### src/rtl/flt_pkg.sv
package flt_pkg;
  typedef enum logic [1:0] {
    FLT_IDLE = 2'd0,
    FLT_LEAD = 2'd1,
    FLT_ACT  = 2'd2
  } flt_state_e;
endpackage

### src/rtl/flt_cfg_shadow.sv
module flt_cfg_shadow #(
  parameter int HW    = 12,
  parameter int VW    = 12,
  parameter int GUARD = 6,
  parameter int DEF_A = 1832,
  parameter int DEF_L = 3694,
  parameter int DEF_N = 2748,
  parameter int DEF_F = 2891
) (
  input  logic          clk,
  input  logic          rst_n,
  input  logic          load,
  input  logic [HW-1:0] a_i,
  input  logic [HW-1:0] l_i,
  input  logic [VW-1:0] n_i,
  input  logic [VW-1:0] f_i,
  output logic [HW-1:0] a_s,
  output logic [HW-1:0] l_s,
  output logic [VW-1:0] n_s,
  output logic [VW-1:0] f_s,
  output logic          err_o
);
  localparam logic [HW-1:0] MIN_LINE = HW'(2 * GUARD);

  logic [HW-1:0] a_q, a_d, l_q, l_d;
  logic [VW-1:0] n_q, n_d, f_q, f_d;
  logic          err_q, err_d, legal;

  always_comb begin
    legal = (a_i != '0) && (n_i != '0) && (l_i > a_i) &&
            (l_i >= MIN_LINE) && (f_i > n_i);
    a_d = a_q; l_d = l_q; n_d = n_q; f_d = f_q; err_d = err_q;
    if (load) begin
      if (legal) begin
        a_d = a_i; l_d = l_i; n_d = n_i; f_d = f_i;
        err_d = 1'b0;
      end else begin
        err_d = 1'b1;
      end
    end
  end

  always_ff @(posedge clk or negedge rst_n) begin
    if (!rst_n) begin
      a_q   <= HW'(DEF_A);
      l_q   <= HW'(DEF_L);
      n_q   <= VW'(DEF_N);
      f_q   <= VW'(DEF_F);
      err_q <= 1'b0;
    end else begin
      a_q   <= a_d;
      l_q   <= l_d;
      n_q   <= n_d;
      f_q   <= f_d;
      err_q <= err_d;
    end
  end

  assign a_s   = a_q;
  assign l_s   = l_q;
  assign n_s   = n_q;
  assign f_s   = f_q;
  assign err_o = err_q;

  // the held setting only moves at a frame boundary
  p_cfg_frozen_r9: assert property (@(posedge clk) disable iff (!rst_n)
    !load |=> ($stable(a_q) && $stable(l_q) && $stable(n_q) && $stable(f_q)));

  // an illegal request never reaches the held setting
  p_keep_legal_r10: assert property (@(posedge clk) disable iff (!rst_n)
    (l_q > a_q) && (f_q > n_q) && (a_q != '0) && (n_q != '0));
endmodule

### src/rtl/flt_raster.sv
module flt_raster
  import flt_pkg::*;
#(
  parameter int HW    = 12,
  parameter int VW    = 12,
  parameter int GUARD = 6
) (
  input  logic          clk,
  input  logic          rst_n,
  input  logic          en,
  input  logic [HW-1:0] l_s,
  input  logic [VW-1:0] f_s,
  output flt_state_e    state_o,
  output logic [HW-1:0] hc_o,
  output logic [VW-1:0] vc_o,
  output logic          load_o
);
  localparam logic [HW-1:0] LEAD_LAST = HW'(GUARD - 1);
  localparam logic [HW-1:0] GUARD_H   = HW'(GUARD);

  flt_state_e    state_q, state_d;
  logic [HW-1:0] hc_q, hc_d, eol_pos;
  logic [VW-1:0] vc_q, vc_d;
  logic          last_line, at_eol;

  always_comb begin
    state_d   = state_q;
    hc_d      = hc_q;
    vc_d      = vc_q;
    load_o    = 1'b0;
    last_line = (vc_q == f_s - VW'(1));
    // the closing line is shortened by the lead so that a frame spans L*F slots
    eol_pos   = last_line ? (l_s - GUARD_H - HW'(1)) : (l_s - HW'(1));
    at_eol    = (hc_q == eol_pos);
    if (en) begin
      case (state_q)
        FLT_IDLE: begin
          state_d = FLT_LEAD; hc_d = '0; vc_d = '0; load_o = 1'b1;
        end
        FLT_LEAD: begin
          if (hc_q == LEAD_LAST) begin
            state_d = FLT_ACT; hc_d = '0; vc_d = '0;
          end else begin
            hc_d = hc_q + HW'(1);
          end
        end
        FLT_ACT: begin
          if (at_eol && last_line) begin
            state_d = FLT_LEAD; hc_d = '0; vc_d = '0; load_o = 1'b1;
          end else if (at_eol) begin
            hc_d = '0; vc_d = vc_q + VW'(1);
          end else begin
            hc_d = hc_q + HW'(1);
          end
        end
        default: state_d = FLT_IDLE;
      endcase
    end
  end

  always_ff @(posedge clk or negedge rst_n) begin
    if (!rst_n) begin
      state_q <= FLT_IDLE;
      hc_q    <= '0;
      vc_q    <= '0;
    end else begin
      state_q <= state_d;
      hc_q    <= hc_d;
      vc_q    <= vc_d;
    end
  end

  assign state_o = state_q;
  assign hc_o    = hc_q;
  assign vc_o    = vc_q;

  // no slot advance without the enable
  p_stall_hold_r8: assert property (@(posedge clk) disable iff (!rst_n)
    !en |=> ($stable(hc_q) && $stable(vc_q) && $stable(state_q)));

  // the column position never leaves the line
  p_col_bound_r2: assert property (@(posedge clk) disable iff (!rst_n)
    (state_q == FLT_ACT) |-> (hc_q < l_s));
endmodule

### src/rtl/flt_guard.sv
module flt_guard
  import flt_pkg::*;
#(
  parameter int HW    = 12,
  parameter int VW    = 12,
  parameter int GUARD = 6
) (
  input  logic          clk,
  input  logic          rst_n,
  input  logic          en,
  input  flt_state_e    state_i,
  input  logic [HW-1:0] hc_i,
  input  logic [VW-1:0] vc_i,
  input  logic [HW-1:0] a_s,
  input  logic [VW-1:0] n_s,
  output logic          lv_o,
  output logic          fv_o
);
  localparam int GW = $clog2(GUARD + 1);

  logic [GW-1:0] tr_q, tr_d;
  logic          in_act, last_px, body;

  always_comb begin
    in_act  = (state_i == FLT_ACT);
    lv_o    = in_act && (vc_i < n_s) && (hc_i < a_s);
    last_px = lv_o && (vc_i == n_s - VW'(1)) && (hc_i == a_s - HW'(1));
    body    = in_act && ((vc_i < n_s - VW'(1)) ||
                         ((vc_i == n_s - VW'(1)) && (hc_i < a_s)));
    tr_d    = tr_q;
    if (en) begin
      if (last_px)          tr_d = GW'(GUARD);
      else if (tr_q != '0)  tr_d = tr_q - GW'(1);
    end
    fv_o = (state_i == FLT_LEAD) || body || (tr_q != '0);
  end

  always_ff @(posedge clk or negedge rst_n) begin
    if (!rst_n) tr_q <= '0;
    else        tr_q <= tr_d;
  end

  // line-valid is contained in frame-valid
  p_lv_inside_fv_r3: assert property (@(posedge clk) disable iff (!rst_n)
    lv_o |-> fv_o);

  // frame-valid opens with the line still quiet
  p_fv_rise_quiet_r3: assert property (@(posedge clk) disable iff (!rst_n)
    $rose(fv_o) |-> !lv_o);

  // frame-valid closes only after a quiet guard
  p_fv_fall_quiet_r4: assert property (@(posedge clk) disable iff (!rst_n)
    $fell(fv_o) |-> (!lv_o && !$past(lv_o)));
endmodule

### src/rtl/frame_line_timer.sv
module frame_line_timer
  import flt_pkg::*;
#(
  parameter int HW    = 12,
  parameter int VW    = 12,
  parameter int GUARD = 6,
  parameter int DEF_A = 1832,
  parameter int DEF_L = 3694,
  parameter int DEF_N = 2748,
  parameter int DEF_F = 2891
) (
  input  logic          clk,
  input  logic          rst_n,
  input  logic          pix_en,
  input  logic [HW-1:0] act_width,
  input  logic [HW-1:0] line_len,
  input  logic [VW-1:0] act_rows,
  input  logic [VW-1:0] frame_lines,
  output logic          frame_valid,
  output logic          line_valid,
  output logic          pix_valid,
  output logic [VW-1:0] row_idx,
  output logic [HW-1:0] col_idx,
  output logic          cfg_err
);
  logic [HW-1:0] a_s, l_s, hc;
  logic [VW-1:0] n_s, f_s, vc;
  logic          load, lv, fv;
  flt_state_e    state;

  flt_cfg_shadow #(.HW(HW), .VW(VW), .GUARD(GUARD), .DEF_A(DEF_A),
                   .DEF_L(DEF_L), .DEF_N(DEF_N), .DEF_F(DEF_F)) u_cfg (
    .clk(clk), .rst_n(rst_n), .load(load),
    .a_i(act_width), .l_i(line_len), .n_i(act_rows), .f_i(frame_lines),
    .a_s(a_s), .l_s(l_s), .n_s(n_s), .f_s(f_s), .err_o(cfg_err)
  );

  flt_raster #(.HW(HW), .VW(VW), .GUARD(GUARD)) u_raster (
    .clk(clk), .rst_n(rst_n), .en(pix_en), .l_s(l_s), .f_s(f_s),
    .state_o(state), .hc_o(hc), .vc_o(vc), .load_o(load)
  );

  flt_guard #(.HW(HW), .VW(VW), .GUARD(GUARD)) u_guard (
    .clk(clk), .rst_n(rst_n), .en(pix_en), .state_i(state),
    .hc_i(hc), .vc_i(vc), .a_s(a_s), .n_s(n_s), .lv_o(lv), .fv_o(fv)
  );

  assign frame_valid = fv;
  assign line_valid  = lv;
  assign pix_valid   = lv & pix_en;
  assign row_idx     = lv ? vc : '0;
  assign col_idx     = lv ? hc : '0;
endmodule

### config.mk
export PLATFORM = sky130hd
export DESIGN_NAME = frame_line_timer
export DESIGN_NICKNAME = d
export VERILOG_FILES = /design/src/rtl/flt_pkg.sv /design/src/rtl/flt_cfg_shadow.sv /design/src/rtl/flt_raster.sv /design/src/rtl/flt_guard.sv /design/src/rtl/frame_line_timer.sv
export SDC_FILE = /design/constraint.sdc
export NUM_CORES = 1
export LEC_CHECK = 0
export BUFFER_PORTS_ARGS = -buffer_cell sky130_fd_sc_hd__buf_2
export CORE_MARGIN = 1
export CORE_UTILIZATION = 53
export DETAILED_ROUTE_END_ITERATION = 6
export PLACE_DENSITY = 0.75
export SETUP_SLACK_MARGIN = 0.1
export SYNTH_ARGS = -nofsm -noshare
export SYNTH_HDL_FRONTEND = slang
export SYNTH_SLANG_ARGS = --single-unit
### constraint.sdc
create_clock -name clk -period 6.1 [get_ports clk]
set_clock_uncertainty 0.05 [all_clocks]
set_input_delay 0.61 -clock clk [delete_from_list [all_inputs] [get_ports clk]]
set_output_delay 0.61 -clock clk [all_outputs]
set_load 0.02 [all_outputs]
==> impl_metrics.ini <==
[status]
status = finished clean

[setup_path]
path_common_cell = buf_4
crit_arrival_ns = 5.80
crit_path_start_kind = flip-flop
critical_path.endpoint = u_cfg.a_s[5]
timing.critical_path.required_ns = 6.32
cp_cell_sequence = inv_1 > ha_1 > nand2b_1 > a311oi_1 > o21ai_0 > a2111oi_2 > o211ai_2 > mux2i_2 > or4_1 > a211o_1 > a2111oi_4 > a31oi_1 > nor2_4 > buf_4 > buf_4 > mux2i_1
path_depth = 16
cp_slowest_cell = a2111oi_4
r2r_setup_slack_ns = 0.52
max_stage_delay_ns = 0.62
r2r-start = u_cfg.f_s[0]
cp_top_family = compound AO/OA/AOI/OAI gates
critPathMaxFanout = 38
worst-setup-path-type = reg -> reg
cp-startpoint = u_cfg.f_s[0]
timing.rr.end = u_cfg.a_s[5]
end_kind = flip-flop
cp_num_buf_inv = 3
rr_worst_depth = 16

[cts]
htree_levels = 3
clockBufferDepth = 2
clk_pin_slew_ns = 0.06
clk_latency_ns = 0.35
cts.sink_count = 78
numCtsBuffers = 9
cts.repair.resized = 0
cts_hold_buf = 0
cts-root-buf = clkbuf_16
cts_tree = yes
cts_setup_buffers = 0

[timing]
finalCritPeriodShare_pct = 91.5
tns_ns = 0
min_period_ns = 5.58
fmax_mhz = 179
tightest_slew_ns = 1.01
grt_setup_unrepaired = false
hold_viol = 0
finalSetupViolations = 0
slew_headroom_pct = 32.2
drv_slew = 0
setup_slack_ns = 0.516

[route]
routedWlPerCell_um = 18.9
num_vias = 6067
drc = 0
drt-initial-drc-count = 371
vias_per_cell = 6.09
postRouteWirelength_um = 18800
dr.pass1.iters = 5
ant_nets = 0

[worst_hold_path]
worstHoldPathType = in -> async

[global_route]
grt_pass1_wl_um = 30000
track_usage_pct = 29.5
grt_overflow = 0
antenna_found_initial = 1
grt_pass1_vias = 5946
grt_max_degree = 79

[synthesis]
synth-seq-cells = 78
synthSimpleGateAreaFrac_pct = 21.3
synth_flop_cell = dfrtp_1
synth_top_family_by_area = simple AND/OR/NAND/NOR gates
syn_area_sq_mm = 0.00681
synth_nets = 884
synth_cell_types = 65
yosysWarnings = 0
synth-compound-area-share_pct = 13.4
syn_inst = 758
synth_edf_count = 0
synthAdderAreaFrac_pct = 13.8
synth-xor-area-share_pct = 7.92
syn_area_per_cell_sq_um = 8.98
seq_area_frac_synth_pct = 29.2
synthMuxAreaShare_pct = 8.31
async_flop_share_pct = 100

[layout]
final_common_cell = buf_2
fin_nets = 946
antenna_cells = 0
layoutNonFillerInstCount = 997
fillers = 1090
drive_gt1_share_pct = 19.8
area_growth_pct = 11.8
layout_common_cells = buf_2, ha_1, inv_1

[die]
die_w_um = 115
dieArea_sq_mm = 0.0133
ios = 79
start_util_pct = 54.2
rows = 41
die_h_um = 115
core_area_sq_mm = 0.0126

[power]
peakVddDrop_mv = 0.194
power.leakage_nw = 3.48
power.density_mw_per_mm2 = 405

[placement]
dp.final_hpwl_um = 14500
io_buffers = 78
dpl.cell_count = 981
gp_congestion = 0.891
dpl_worst_slack_ns = 0.586

[job]
cap_violations = 0
==> routing by layer <==
metal  vias up  global-route usage [%]  share of wire (%)
li1       2875                       -                  -
met1      2960                    35.8                 41
met2       187                    51.8                 51
met3        45                    5.22                4.6
met4         0                    11.8                3.1
met5         -                       0                  0
==> flip-flops by register name, summed over array words and instances, names as in the netlist <==
register          cells
u_cfg.a_s            12
u_cfg.err_o           1
u_cfg.f_s            12
u_cfg.l_s            12
u_cfg.n_s            12
u_guard.tr_q          3
u_raster.hc_o        12
u_raster.state_o      2
u_raster.vc_o        12
==> cell type report <==
type	instances	area, sq um	area share (%)
Tap cell	172	215	2.83
Clock inverter	6	62.6	0.822
Multi-Input combinational cell	576	4420	58.0
Inverter	72	270	3.55
Clock buffer	10	229	3.01
Timing Repair Buffer	83	430	5.66
Sequential cell	78	1990	26.1
==> metrics by stage <==
stage	power (mW)	utilization [%]	cell area [sq um]	hold slack [ns]
after floorplan	2.10	-	6810	0.264
after global placement	2.44	58.2	7320	0.432
after detailed placement	2.52	58.2	7320	0.451
after CTS	3.07	60.5	7610	0.412
after global routing	3.29	60.5	7610	0.453
final	3.08	60.5	7610	0.367
==> worst min path at each step <==
stage / start / to / slack (ns) / cells after the start
detailed placement: u_guard.tr_q[2] / u_guard.tr_q[2] / 0.45 / 2
finish: rst_n / u_raster.vc_o[2] / 0.37 / 1
global placement: u_guard.tr_q[2] / u_guard.tr_q[2] / 0.43 / 2
floorplan: rst_n / u_cfg.a_s[0] / 0.26 / 0
global route: act_rows[4] / u_cfg.n_s[4] / 0.45 / 3
CTS: rst_n / u_raster.vc_o[7] / 0.41 / 1
==> power by group <==
group	switching, mW	total [mW]	internal, mW
Sequential	0.306	1.09	0.780
Clock	0.222	0.537	0.315
Combinational	0.832	1.46	0.624
Total	1.36	3.08	1.72
==> Yosys cell counts (6+ instances only) <==
master / count / area (sq um)
inv_1: 72 / 270
nand4_1: 33 / 206
nor4_1: 26 / 163
a31oi_1: 7 / 43.8
xnor2_1: 42 / 368
buf_2: 6 / 30.0
ha_1: 75 / 938
mux2i_1: 27 / 270
mux2_2: 25 / 282
dfstp_2: 27 / 709
dfrtp_1: 51 / 1280
a21oi_1: 26 / 130
and3_1: 11 / 68.8
nand2b_1: 14 / 87.6
nand2_1: 39 / 146
o21ai_0: 24 / 120
clkbuf_1: 23 / 86.3
nor2b_1: 10 / 62.6
o21a_1: 9 / 67.6
o31ai_1: 7 / 52.6
xor2_1: 17 / 149
nor3_1: 16 / 80.1
or3_1: 8 / 50.1
nor2_1: 28 / 105
or4_1: 8 / 60.1
a21o_1: 11 / 82.6
nand3_1: 22 / 110
and2_1: 19 / 119
==> cells by family (layout without fill, tap and decap cells) <==
family	count (synthesis)	count (layout)
AND/OR/NAND/NOR	256	256
AO/OA/AOI/OAI	132	132
buffers and inverters	104	171
flip-flops	78	78
adder cells (fa/ha/maj)	75	75
XOR/XNOR	60	60
multiplexers	53	53
Note: power is estimated with default switching activity, not from simulation.
